[src/rtl/cfg_port_unit.sv]
module cfg_port_unit #(
  parameter int NDEV = 8
) (
  input  logic            clk,
  input  logic            rst_n,
  input  logic            host_req,
  input  logic            host_we,
  input  logic [3:0]      host_off,
  input  logic [2:0]      host_len,
  input  logic [31:0]     host_wdata,
  output logic            host_ready,
  output logic            host_ack,
  output logic [31:0]     host_rdata,
  input  logic [NDEV-1:0] dev_present,
  output logic            cfg_req_valid,
  input  logic            cfg_req_ready,
  output logic            cfg_we,
  output logic [4:0]      cfg_dev,
  output logic [5:0]      cfg_reg,
  output logic [1:0]      cfg_off,
  output logic [2:0]      cfg_len,
  output logic [31:0]     cfg_wdata,
  input  logic            cfg_rsp_valid,
  input  logic [31:0]     cfg_rsp_data
);

  typedef enum logic [1:0] {ST_IDLE, ST_REQ, ST_RSP} st_t;

  function automatic logic [31:0] msk(input logic [2:0] n);
    case (n)
      3'd1:    return 32'h0000_00FF;
      3'd2:    return 32'h0000_FFFF;
      3'd3:    return 32'h00FF_FFFF;
      default: return 32'hFFFF_FFFF;
    endcase
  endfunction

  function automatic logic [31:0] pick(input logic [31:0] v, input logic [1:0] ln,
                                       input logic [2:0] n);
    return (v >> {ln, 3'b000}) & msk(n);
  endfunction

  st_t         st;
  logic [31:0] addr_q;
  logic        we_q;
  logic [1:0]  lane_q;
  logic [2:0]  len_q;
  logic [31:0] wd_q;

  logic [31:0] pres_all;
  logic [1:0]  lane;
  logic [3:0]  span;
  logic        fits, in_latch, in_data, hit, accept, fwd, lat_wr;
  logic [31:0] lat_mask, local_rd;

  assign pres_all = 32'(dev_present) | 32'd1;
  assign lane     = host_off[1:0];
  assign span     = {2'b00, lane} + {1'b0, host_len};
  assign fits     = span <= 4'd4;
  assign in_latch = host_off[3:2] == 2'b00;
  assign in_data  = host_off[3:2] == 2'b01;
  assign hit      = addr_q[31] && addr_q[23:16] == 8'd0 && pres_all[addr_q[15:11]];
  assign accept   = host_req && st == ST_IDLE;
  assign fwd      = accept && in_data && fits && hit;
  assign lat_wr   = accept && host_we && in_latch && fits && host_len != 3'd3;
  assign lat_mask = msk(host_len) << {lane, 3'b000};
  assign local_rd = (in_latch && fits) ? pick(addr_q, lane, host_len) : msk(host_len);

  always_ff @(posedge clk) begin
    if (!rst_n) begin
      st         <= ST_IDLE;
      addr_q     <= '0;
      we_q       <= 1'b0;
      lane_q     <= '0;
      len_q      <= '0;
      wd_q       <= '0;
      host_ack   <= 1'b0;
      host_rdata <= '0;
    end else begin
      host_ack <= 1'b0;
      case (st)
        ST_IDLE: if (accept) begin
          we_q   <= host_we;
          lane_q <= lane;
          len_q  <= host_len;
          wd_q   <= host_wdata & msk(host_len);
          if (fwd) st <= ST_REQ;
          else begin
            host_ack   <= 1'b1;
            host_rdata <= host_we ? 32'd0 : local_rd;
          end
          if (lat_wr)
            addr_q <= (addr_q & ~lat_mask) | ((host_wdata & msk(host_len)) << {lane, 3'b000});
        end
        ST_REQ: if (cfg_req_ready) begin
          if (we_q) begin
            host_ack   <= 1'b1;
            host_rdata <= 32'd0;
            st         <= ST_IDLE;
          end else st <= ST_RSP;
        end
        ST_RSP: if (cfg_rsp_valid) begin
          host_ack   <= 1'b1;
          host_rdata <= pick(cfg_rsp_data, lane_q, len_q);
          st         <= ST_IDLE;
        end
        default: st <= ST_IDLE;
      endcase
    end
  end

  assign host_ready    = st == ST_IDLE;
  assign cfg_req_valid = st == ST_REQ;
  assign cfg_we        = we_q;
  assign cfg_dev       = addr_q[15:11];
  assign cfg_reg       = addr_q[7:2];
  assign cfg_off       = lane_q;
  assign cfg_len       = len_q;
  assign cfg_wdata     = wd_q;


  req_hold_chk: assert property (@(posedge clk) disable iff (!rst_n)
    cfg_req_valid && !cfg_req_ready |=> cfg_req_valid && $stable(cfg_dev) && $stable(cfg_wdata)
      && $stable(cfg_off) && $stable(cfg_len));


  ack_idle_chk: assert property (@(posedge clk) disable iff (!rst_n)
    host_ack |-> host_ready && !cfg_req_valid);


  fwd_target_chk: assert property (@(posedge clk) disable iff (!rst_n)
    cfg_req_valid |-> addr_q[31] && addr_q[23:16] == 8'd0 && pres_all[cfg_dev]);


  fwd_span_chk: assert property (@(posedge clk) disable iff (!rst_n)
    cfg_req_valid |-> ({2'b00, cfg_off} + {1'b0, cfg_len}) <= 4'd4 && cfg_len != 3'd0);


  latch_keep_chk: assert property (@(posedge clk) disable iff (!rst_n)
    !(host_req && host_ready && host_we && host_off[3:2] == 2'b00) |=> $stable(addr_q));


  host_len_chk: assert property (@(posedge clk) disable iff (!rst_n)
    host_req && host_ready |-> host_len >= 3'd1 && host_len <= 3'd4);

endmodule

[config.mk]
export PLATFORM = sky130hd
export DESIGN_NAME = cfg_port_unit
export DESIGN_NICKNAME = d
export VERILOG_FILES = /design/src/rtl/cfg_port_unit.sv
export SDC_FILE = /design/constraint.sdc
export NUM_CORES = 1
export LEC_CHECK = 0
export BUFFER_PORTS_ARGS = -buffer_cell sky130_fd_sc_hd__buf_2
export CAP_MARGIN = 10
export CORE_UTILIZATION = 50
export DETAILED_ROUTE_END_ITERATION = 8
export GPL_TIMING_DRIVEN = 0
export PLACE_DENSITY = 0.84
export SYNTH_ARGS = -nofsm -noshare
export SYNTH_HDL_FRONTEND = slang
export SYNTH_SLANG_ARGS = --single-unit
[constraint.sdc]
create_clock -name clk -period 3.7 [get_ports clk]
set_input_delay 0.74 -clock clk [delete_from_list [all_inputs] [get_ports clk]]
set_output_delay 0.74 -clock clk [all_outputs]
set_load 0.1 [all_outputs]
==> impl_table.tex <==
\begin{tabular}{lr}
\hline
Metric & Value \\
\hline
\multicolumn{2}{l}{\textbf{Status}} \\
\quad Status & complete, no violations \\
\multicolumn{2}{l}{\textbf{Worst setup path}} \\
\quad Worst R2R End & host\_rdata[28] \\
\quad Worst EP arrival & 3.77 ns \\
\quad Crit Path Category & primary input to register \\
\quad Worst r2r src & st[0] \\
\quad Register-to-register setup slack & 0.94 ns \\
\quad CP startpoint kind & primary input \\
\quad Critical Path RT & 3.93 ns \\
\quad Type of element capturing the critical path & register \\
\quad Reg2Reg Depth & 8 \\
\quad Top fanout value on the critical path & 10 \\
\multicolumn{2}{l}{\textbf{Route}} \\
\quad Post-detailed-routing wire length & $\sim$23 mm \\
\quad Routed WL per cell & 20.0 microns \\
\quad Starting DRC count in detailed routing & 844 \\
\quad Pre-antenna DRT Iters & 6 \\
\quad Total vias in the final route & 7097 \\
\quad Post-route ant nets & 0 \\
\quad Detailed-route DRC error count & 0 \\
\quad Via density per instance & 6.30 \\
\multicolumn{2}{l}{\textbf{STA}} \\
\quad Final number of setup-violating endpoints & 0 \\
\quad Final Slew Violations & 0 \\
\quad Unrepaired setup endpoints after global routing & no \\
\quad Total count of hold-check failures in the final report & 0 \\
\quad Post-route worst hold slack & 0.455 ns \\
\quad Minimum clock period after layout & 3.53 ns \\
\quad Worst rel slew slack & 23.3\% \\
\quad Highest Clock Rate & 283 MHz \\
\quad Post-route clock skew & 0.0159 ns \\
\quad Final worst-path cycle share & a little over nine tenths \\
\quad Worst Max-Slew Pin Slew & 1.14 ns \\
\multicolumn{2}{l}{\textbf{Hold path}} \\
\quad Start point of the worst min-delay path & cfg\_wdata[25] \\
\quad Number of cells on the worst hold path & 2 \\
\quad Worst hold path endpoint & cfg\_wdata[25] \\
\quad Kind of path behind the tightest hold check & register to register \\
\multicolumn{2}{l}{\textbf{Run}} \\
\quad Max-capacitance violation count & 0 \\
\multicolumn{2}{l}{\textbf{Yosys}} \\
\quad Library cell occupying the most area in the post-synthesis netlist & dfxtp\_1 \\
\quad Number of warnings printed during yosys synthesis & 0 \\
\quad Ys flop type & dfxtp\_1 \\
\quad EDFF count, synth & 0 \\
\quad Avg Cell Area, Syn & slightly above 8 sq um \\
\quad Cell types with the largest area share after synthesis & dfxtp\_1 33\%, nand2\_1 6.3\%, a21oi\_1 6.2\% \\
\quad Number of synthesized register bits & 105 \\
\quad Synthesized instance count & 773 \\
\quad Part of the Yosys area used for sequential elements & 33.1\% \\
\quad Post-synthesis net count & 866 \\
\quad Number of library cell types mapped by synthesis & 63 \\
\quad Synth top area share & 33.1\% \\
\quad Post-synth ARST share & 0\% \\
\quad Mapped Area & about 6400 sq um \\
\multicolumn{2}{l}{\textbf{Finish}} \\
\quad Fraction of layout cells with a size suffix above 1 & 27.9\% \\
\quad Antenna diode instance count & 0 \\
\quad Synth-to-layout area growth & 21.8\% \\
\quad Number of nets at the end of the flow & 1046 \\
\multicolumn{2}{l}{\textbf{Global routing}} \\
\quad Aggregate global routing overflow & 0 \\
\quad Total routing usage reported by global routing & 34.7\% \\
\quad Antenna violations before repair & 0 \\
\quad Met1 usage & 44.2\% \\
\quad Maximum number of pins on one net before global-route repair & 18 \\
\quad Global-route met3 utilization & 7.01\% \\
\quad Vias in the first global route & 6512 \\
\quad Met2 GRT Util & 54.7\% \\
\quad Wire length of the first global-routing pass & around 35 mm \\
\quad Most crowded layer after global routing & met2 \\
\multicolumn{2}{l}{\textbf{Floorplan}} \\
\quad Top Ports & 169 \\
\quad Width of the chip & 115 microns \\
\quad Std cell rows & 40 \\
\quad Starting utilization of the core area & a little over half \\
\quad Area of the core & around 12000 sq um \\
\quad Floorplan die area & 13200 sq um \\
\quad Height of the die & 115 microns \\
\multicolumn{2}{l}{\textbf{CTS}} \\
\quad Clock tree from TritonCTS & done \\
\quad Clock latency on the worst-skew pair & 0.36 ns \\
\quad H-tree level count & 3 \\
\quad Clock slew seen by the registers of the worst setup and hold paths & around 0.070 ns \\
\quad Total number of clock tree sinks & about 110 \\
\quad Maximum number of buffers from clock root to sink & 2 \\
\quad Library cell used as clock root buffer & clkbuf\_16 \\
\quad CTS buffer count & 9 \\
\multicolumn{2}{l}{\textbf{Pwr}} \\
\quad Total power after layout & 3.28 mW \\
\quad Power density normalized to cell area & 424 nW/um\^{}2 \\
\quad Largest vdd supply drop & about 0.32 mV \\
\quad Leak pwr & between 3 and 4 nW \\
\multicolumn{2}{l}{\textbf{Placement}} \\
\quad Placer Congestion & 0.987 \\
\quad Post-detailed-placement half-perimeter wirelength & 17.3 mm \\
\quad Number of I/O port buffers & 166 \\
\hline
\end{tabular}
[cell usage after synthesis (3+ instances only)]
library cell / n
o21ai_0: 41
o211ai_1: 10
buf_4: 13
ha_1: 7
nand2b_1: 5
a211oi_1: 23
a32o_1: 8
a2bb2oi_1: 8
nor4b_1: 3
nor3_1: 20
buf_2: 16
clkbuf_1: 41
mux4_2: 8
nor2_2: 3
a31oi_1: 11
a221oi_1: 17
and3_1: 5
a22o_1: 8
nand2_1: 106
mux2_2: 18
a21oi_1: 79
inv_1: 18
o2bb2ai_1: 8
mux2i_1: 33
dfxtp_1: 105
o221ai_1: 10
buf_6: 3
nor2_1: 22
nand3_1: 63
a32oi_1: 9
a211oi_2: 10
[kinds of logic (layout without fill, tap and decap cells)]
| family | count (synthesis) | count (layout) | synth area share, % |
|---|---|---|---|
| flops | 105 | 105 | 33.1 |
| fa+ha+maj | 8 | 8 | 1.69 |
| simple gates | 245 | 245 | 17.9 |
| mux | 59 | 59 | 11.2 |
| compound gates | 258 | 258 | 28.6 |
| buf+inv | 95 | 280 | 7.05 |
| xor+xnor | 3 | 3 | 0.532 |
[final cells by class]
class                   instances  area (sq um)
plain buffers                  75           373
fillers                      1148          4470
flip-flops and latches        105          2100
well taps                     168           210
clock inverters                 5          61.3
repair buffers                169           851
clock buffers                  11           243
multi-input cells             573          3820
inverters                      20          78.8
[how the worst max path moves through the flow]
stage | startpoint | end | slack (ns)
after floorplan | host_off[1] | host_rdata[22] | 0.49
after global placement | host_off[1] | host_rdata[5] | -0.26
after detailed placement | host_off[1] | host_rdata[5] | -0.31
after CTS | host_off[1] | host_rdata[5] | 0.07
after global routing | host_off[1] | st[0] | 0.04
final | host_off[1] | st[0] | 0.17
[per-stage QoR]
stage          area [sq um]  setup slack (ns)  setup TNS [ns]  instances  utilization (%)
6_report               7740             0.165               0       1126             63.4
5_1_grt                7740            0.0388               0       1126             63.4
4_1_cts                7700            0.0722               0       1123             63.1
3_5_place_dp           7400            -0.310           -7.57       1107             60.6
3_3_place_gp           7400            -0.255           -6.29       1107             60.6
2_1_floorplan          6360             0.495               0        773                -
[registers in the layout, summed over array words and instances (netlist names)]
register and flops:
cfg_off 2, host_ack 1, host_rdata 32, addr_q 32, cfg_we 1, cfg_wdata 32
cfg_len 3, st 2
[worst max-delay path, stage by stage]
cell and delay (ns):
buf_2 0.09, buf_4 0.17, buf_2 0.28, clkinvlp_4 0.27
fa_1 0.58, nand2b_1 0.11, a221oi_4 0.47, nand3_2 0.31
clkbuf_1 0.30, nor2_1 0.29, o211ai_1 0.14
[where the power goes]
| part | leakage (nW) | switching (mW) | total (mW) | internal [mW] |
|---|---|---|---|---|
| registers | 0.860 | 0.0457 | 1.24 | 1.19 |
| clock network | 0.151 | 0.439 | 0.987 | 0.549 |
| logic | 2.21 | 0.813 | 1.05 | 0.240 |
[per-layer routing]
layer | up-vias | wire, microns
met3 | 110 | 2370
met4 | 0 | 1360
li1 | 3246 | -
met2 | 513 | 9900
met5 | - | 0
met1 | 3228 | 8910
[timing repair]
action | in CTS | in global routing
setup endpoints to repair | 0 | 32
setup buffers | 0 | 2
gates resized for setup | 0 | 3
hold buffers | 0 | 0
endpoints found under the hold margin | 0 | 0
[placed cells by master, fill, tap and decap left out, drive strengths merged, types with 3 or more instances in the layout]
master / instances
inv: 20
a32o: 8
a21oi: 80
mux2i: 33
dfxtp: 105
clkbuf: 52
o2bb2ai: 8
nand2: 106
nor4b: 3
o211ai: 11
and3: 5
mux2: 18
mux4: 8
a32oi: 9
a22o: 8
a31oi: 11
nand3: 64
clkinv: 3
a221oi: 18
ha: 7
o21ai: 42
nor2: 25
nor3: 21
buf: 203
o221ai: 10
a211oi: 33
nand2b: 5
a2bb2oi: 8
No activity file was read; power rests on OpenSTA's default activity.
